**src/rtl/tgt_mon_pkg.sv**
```systemverilog
package tgt_mon_pkg;

    parameter int ADDR_W = 48;
    parameter int NUM_RP = 8;
    parameter int RP_W   = $clog2(NUM_RP);
    parameter int BYTE_W = 8;

    // counter slots in the bank
    parameter int NUM_EV      = 5;
    parameter int IX_RD_REQ   = 0;
    parameter int IX_WR_REQ   = 1;
    parameter int IX_RD_BYTES = 2;
    parameter int IX_WR_BYTES = 3;
    parameter int IX_CYCLES   = 4;

    typedef enum logic {DIR_READ = 1'b0, DIR_WRITE = 1'b1} req_dir_e;

    typedef struct packed {
        logic [NUM_RP-1:0] rp_mask;
        logic [ADDR_W-1:0] base;
        logic [ADDR_W-1:0] mask;
        logic              addr_en;
    } mon_cfg_t;

    typedef struct packed {
        logic              valid;
        logic [ADDR_W-1:0] addr;
        logic [RP_W-1:0]   rp;
        logic              is_cxl;
        req_dir_e          dir;
        logic [BYTE_W-1:0] bytes;
    } mon_req_t;

    localparam mon_cfg_t CFG_DEFAULT = '{
        rp_mask: {NUM_RP{1'b1}},
        base:    '0,
        mask:    '0,
        addr_en: 1'b0
    };

    function automatic logic in_window(input logic [ADDR_W-1:0] addr,
                                       input logic [ADDR_W-1:0] base,
                                       input logic [ADDR_W-1:0] mask);
        return ((addr & mask) == (base & mask));
    endfunction

endpackage

```
**src/rtl/tgt_mon_cfg.sv**
```systemverilog
module tgt_mon_cfg
    import tgt_mon_pkg::*;
(
    input  logic     clk,
    input  logic     rst,
    input  logic     count_en,
    input  logic     cfg_wr,
    input  mon_cfg_t cfg_in,
    output mon_cfg_t cfg_q
);

    always_ff @(posedge clk) begin
        if (rst) begin
            cfg_q <= CFG_DEFAULT;
        end else if (cfg_wr && !count_en) begin
            cfg_q <= cfg_in;
        end
    end

endmodule

```
**src/rtl/tgt_mon_filter.sv**
```systemverilog
module tgt_mon_filter
    import tgt_mon_pkg::*;
(
    input  mon_cfg_t          cfg,
    input  logic [ADDR_W-1:0] addr,
    input  logic [RP_W-1:0]   rp,
    input  logic              is_cxl,
    output logic              hit
);

    always_comb begin
        if (cfg.addr_en) begin
            hit = in_window(addr, cfg.base, cfg.mask);
        end else begin
            hit = !is_cxl && cfg.rp_mask[rp];
        end
    end

endmodule

```
**src/rtl/tgt_mon_counters.sv**
```systemverilog
module tgt_mon_counters #(
    parameter int NUM = 5,
    parameter int W   = 32
) (
    input  logic         clk,
    input  logic         rst,
    input  logic [W-1:0] inc [NUM],
    output logic [W-1:0] cnt [NUM]
);

    for (genvar g = 0; g < NUM; g++) begin : g_slot
        logic [W-1:0] acc_q;
        always_ff @(posedge clk) begin
            if (rst) begin
                acc_q <= '0;
            end else begin
                acc_q <= acc_q + inc[g];
            end
        end
        assign cnt[g] = acc_q;
    end

endmodule

```
**src/rtl/tgt_traffic_mon.sv**
```systemverilog
module tgt_traffic_mon
    import tgt_mon_pkg::*;
#(
    parameter int CNT_W = 32
) (
    input  logic              clk,
    input  logic              rst,
    input  logic              count_en,
    input  logic              cfg_wr,
    input  logic [NUM_RP-1:0] cfg_rp_mask,
    input  logic [ADDR_W-1:0] cfg_addr_base,
    input  logic [ADDR_W-1:0] cfg_addr_mask,
    input  logic              cfg_addr_en,
    input  logic              req_valid,
    input  logic [ADDR_W-1:0] req_addr,
    input  logic [RP_W-1:0]   req_rp,
    input  logic              req_is_cxl,
    input  logic              req_is_wr,
    input  logic [BYTE_W-1:0] req_bytes,
    output logic [CNT_W-1:0]  cnt_rd_req,
    output logic [CNT_W-1:0]  cnt_wr_req,
    output logic [CNT_W-1:0]  cnt_rd_bytes,
    output logic [CNT_W-1:0]  cnt_wr_bytes,
    output logic [CNT_W-1:0]  cnt_cycles
);

    mon_cfg_t     cfg_in;
    mon_cfg_t     cfg_q;
    mon_req_t     req;
    logic         filt_hit;
    logic         take;
    logic         take_rd;
    logic         take_wr;
    logic [CNT_W-1:0] inc [NUM_EV];
    logic [CNT_W-1:0] cnt [NUM_EV];

    assign cfg_in = '{rp_mask: cfg_rp_mask, base: cfg_addr_base,
                      mask: cfg_addr_mask, addr_en: cfg_addr_en};

    assign req = '{valid: req_valid, addr: req_addr, rp: req_rp,
                   is_cxl: req_is_cxl, dir: req_dir_e'(req_is_wr),
                   bytes: req_bytes};

    tgt_mon_cfg u_cfg (
        .clk      (clk),
        .rst      (rst),
        .count_en (count_en),
        .cfg_wr   (cfg_wr),
        .cfg_in   (cfg_in),
        .cfg_q    (cfg_q)
    );

    tgt_mon_filter u_filter (
        .cfg    (cfg_q),
        .addr   (req.addr),
        .rp     (req.rp),
        .is_cxl (req.is_cxl),
        .hit    (filt_hit)
    );

    assign take    = req.valid && count_en && filt_hit;
    assign take_rd = take && (req.dir == DIR_READ);
    assign take_wr = take && (req.dir == DIR_WRITE);

    always_comb begin
        inc[IX_RD_REQ]   = take_rd ? CNT_W'(1) : '0;
        inc[IX_WR_REQ]   = take_wr ? CNT_W'(1) : '0;
        inc[IX_RD_BYTES] = take_rd ? CNT_W'(req.bytes) : '0;
        inc[IX_WR_BYTES] = take_wr ? CNT_W'(req.bytes) : '0;
        inc[IX_CYCLES]   = count_en ? CNT_W'(1) : '0;
    end

    tgt_mon_counters #(.NUM(NUM_EV), .W(CNT_W)) u_cnt (
        .clk (clk),
        .rst (rst),
        .inc (inc),
        .cnt (cnt)
    );

    assign cnt_rd_req   = cnt[IX_RD_REQ];
    assign cnt_wr_req   = cnt[IX_WR_REQ];
    assign cnt_rd_bytes = cnt[IX_RD_BYTES];
    assign cnt_wr_bytes = cnt[IX_WR_BYTES];
    assign cnt_cycles   = cnt[IX_CYCLES];

endmodule

```
**config.mk**
```make
export PLATFORM = sky130hd
export DESIGN_NAME = tgt_traffic_mon
export DESIGN_NICKNAME = d
export VERILOG_FILES = /design/src/rtl/tgt_mon_pkg.sv /design/src/rtl/tgt_mon_cfg.sv /design/src/rtl/tgt_mon_filter.sv /design/src/rtl/tgt_mon_counters.sv /design/src/rtl/tgt_traffic_mon.sv
export SDC_FILE = /design/constraint.sdc
export NUM_CORES = 1
export LEC_CHECK = 0
export BUFFER_PORTS_ARGS = -buffer_cell sky130_fd_sc_hd__buf_2
export CAP_MARGIN = 10
export CORE_MARGIN = 2
export CORE_UTILIZATION = 45
export DETAILED_ROUTE_END_ITERATION = 10
export GPL_ROUTABILITY_DRIVEN = 0
export PLACE_DENSITY_LB_ADDON = 0.2
export SYNTH_ARGS = -nofsm -noshare
export SYNTH_HDL_FRONTEND = slang
export SYNTH_SLANG_ARGS = --single-unit
```
**constraint.sdc**
```tcl
create_clock -name clk -period 4.7 [get_ports clk]
set_input_delay 0.235 -clock clk [delete_from_list [all_inputs] [get_ports clk]]
set_output_delay 0.235 -clock clk [all_outputs]
set_load 0.03 [all_outputs]
```
==> results.cfg <==
[logic_synthesis]
post-synth-top-area-cell = dfxtp_1
synth_nets = 1595
synth_top_area_share_pct = 44.70
avgSynthCellArea_sq_um = 8.478
netlist_area_sq_um = 11870
ys_warn_count = 0
synth_flop_cell = dfxtp_1
ys_seq_area_share_pct = 44.70
synth.area.top_cells = dfxtp_1 45%, xor2_1 8.7%, nand2_1 7.8%
ys_types = 64
async_reset_ff_share_pct = 0
synth_edf_count = 0
yosys_register_bits = 265
postSynthCellCount = 1400

[timing]
relSlewSlack_pct = 24.11
slew_violations = 0
timing.fmax_mhz = 234.2
tightest_slew_ns = 1.138
hold_viol_final = 0
setup_viol = 0
skew_ns = 0.01021
rsz0062_at_grt = no
period_minus_slack_ns = 4.269
setup_slack_ns = 0.4306
fin_setup_tns_ns = 0
final.period_utilization_pct = 90.84

[clocking]
clkTransAtPathRegs_ns = 0.06
htree_levels = 1
cts_tree = done
cts-root-buf = clkbuf_16
cts_buffers = 29
cts_buffer_depth = 3
clk_latency_ns = 0.54
cts.sinks = 265
cts.repair.resized = 0

[flow_run]
drv_cap = 0

[die]
coreArea_sq_um = 25980
die-area_sq_um = 27690
die_h_um = 166.4
die_width_um = 166.4
io_pins = 331
rows = 59
start_util_pct = 45.68

[detailed_routing]
firstDrtPassIters = 5
first_iter_violations = 710
drc = 0
routed_wirelength_mm = 34.39
vias = 11220
drtAntennaViolNets = 0
vias_per_cell = 5.170
routedWlPerCell_um = 15.84

[global_route]
grt_start_max_net_pins = 154
grt_pass1_wl_mm = 54.72
grt_pass1_vias = 10760
grt-ovfl-total = 0
antenna_found_initial = 11
groute.usage.overall_pct = 23.58

[power_and_ir_drop]
powerDensity_nw_per_um2 = 322.7
total_power_mw = 5.098
leakage_nw = 6.959
ir_drop_v = 0.0002525

[setup_path]
end_kind = flop
arrival_ns = 4.65
path_max_fanout = 20
required_ns = 5.08
critPathKind = reg2reg
cp-start-kind = flop

[outcome]
outcome = finished clean

[cells_and_area]
drive_above_1_share_pct = 22.77
syn_to_final_growth_pct = 33.10
n_fill_cell = 2284
nets = 2001

[hold_path]
hp-class = in2reg

[placed_design]
place_hpwl_mm = 23.47
place_ws_ns = 0.3521
port-buffer-count = 330
Yosys cell counts, types with 5 or more instances:
master,n
xor2_1,118
or3_1,31
buf_2,8
clkbuf_1,48
a21oi_1,144
and3_1,17
dfxtp_1,265
xnor2_1,33
a22oi_1,22
nor2_1,139
a21o_1,9
nand3_1,49
nor4_1,5
and4_1,10
ha_1,22
o21ai_0,35
inv_1,35
nand3b_1,9
nor3_1,13
nand4_1,28
nand2_1,246
or4_1,13
o211ai_1,8
o31ai_1,13
o21a_1,5
nor2b_1,14
state kept, by name, indices dropped and copies added (netlist names):
name / cells
u_cfg.cfg_q: 105
u_cnt.g_slot.acc_q: 160
critical path, stage by stage (launching register included):
cell and delay [ns]:
dfxtp_1 0.32, mux4_2 0.47, mux2i_1 0.22, or3_1 0.16, nor2_1 0.05, a21oi_1 0.78
nor2_1 0.10, ha_1 0.25, fa_1 0.42, a21o_1 0.19, a21oi_1 0.27, o21ai_1 0.14
nand2_1 0.45, or3_2 0.22, a21oi_1 0.05
cells by family (layout without fill, tap and decap cells):
logic type	Yosys count	count (layout)	share of synthesized area (%)
adders and majority gates	24	24	2.657
DFF	265	265	44.70
and+or+nand+nor	603	603	25.09
buffers and inverters	100	527	3.553
xor gates and xnor gates	151	151	11.14
AOI/OAI and AO/OA	254	254	12.40
other	0	9	0
muxes	3	3	0.4638
metal layers:
layer  up-vias  global-route usage, %  part of all wire, %
met3        71                  4.600                  6.5
met2       358                  39.38                   47
li1       5608                      -                    -
met5         -                      0                0.038
met4         2                  9.033                  3.7
met1      5184                  30.18                   43
path summary, 6_finish.rpt:
check	from	endpoint	slack (ns)	depth (start not counted)
min reg2reg	u_cfg.cfg_q[23]$_SDFFE_PP0P_	u_cfg.cfg_q[23]$_SDFFE_PP0P_	0.46	2
min	count_en	u_cnt.g_slot[4].acc_q[0]$_SDFF_PP0_	0.16	3
max reg2reg	u_cfg.cfg_q[104]$_SDFFE_PP1P_	u_cnt.g_slot[3].acc_q[22]$_SDFF_PP0_	0.43	14
max	u_cfg.cfg_q[104]$_SDFFE_PP1P_	u_cnt.g_slot[3].acc_q[22]$_SDFF_PP0_	0.43	14
stage by stage:
stage | std cells | hold WS (ns) | util, % | cell area, sq um
after CTS | 2162 | 0.1381 | 60.71 | 15780
after global placement | 2005 | 0.4425 | 52.81 | 13720
after global routing | 2169 | 0.1370 | 60.78 | 15790
after floorplan | 1400 | 0.3590 | - | 11870
after detailed placement | 2005 | 0.4477 | 52.81 | 13720
final | 2171 | 0.1567 | 60.80 | 15800
area by class of cell:
type	count	area, sq um	area share (%)
Antenna cell	9	22.52	0.1426
Sequential cell	265	5305	33.58
Tap cell	335	419.2	2.653
Multi-Input combinational cell	1035	6157	38.98
Clock inverter	14	201.4	1.275
Clock buffer	38	799.5	5.061
Timing Repair Buffer	440	2761	17.48
Inverter	35	131.4	0.8316
placed cells by master, fill, tap and decap left out, types with 3 or more instances in the layout:
master,Yosys,final
dlygate4sd3_1,0,105
clkbuf_1,48,5
diode_2,0,9
nand3b_1,9,9
clkbuf_16,0,29
nor3_1,13,13
nand3_1,49,49
a21o_1,9,9
xnor2_1,33,33
o21ai_1,3,3
or3_1,31,31
nor2b_1,14,13
clkbuf_8,2,5
dfxtp_1,265,265
or4_1,13,13
nand4_1,28,28
and4_1,10,10
a22oi_1,22,22
buf_4,0,4
a21oi_1,144,144
o211ai_1,8,8
ha_1,22,22
o21a_1,5,5
bufinv_16,0,5
inv_1,35,35
nand2_1,246,246
o31ai_1,13,13
nor4_1,5,5
clkinv_2,0,7
and3_1,17,17
and4_2,3,3
nor4_4,4,4
nand4_2,3,3
xor2_1,118,118
buf_2,8,329
o21ai_0,35,35
nor2_1,139,139
timing repair:
| item | CTS | global route |
|---|---|---|
| setup endpoints to repair | 0 | 0 |
| hold endpoints to repair | 105 | 0 |
| buffers inserted | 0 | 0 |
| hold buffers | 105 | 0 |
power by group:
part	internal [mW]	switching (mW)	leakage, nW
combinational	0.185	0.205	4.32
sequential	2.30	0.0295	2.15
clock	1.47	0.918	0.495
total	3.95	1.15	6.96
(Power assumes the default switching activity.)
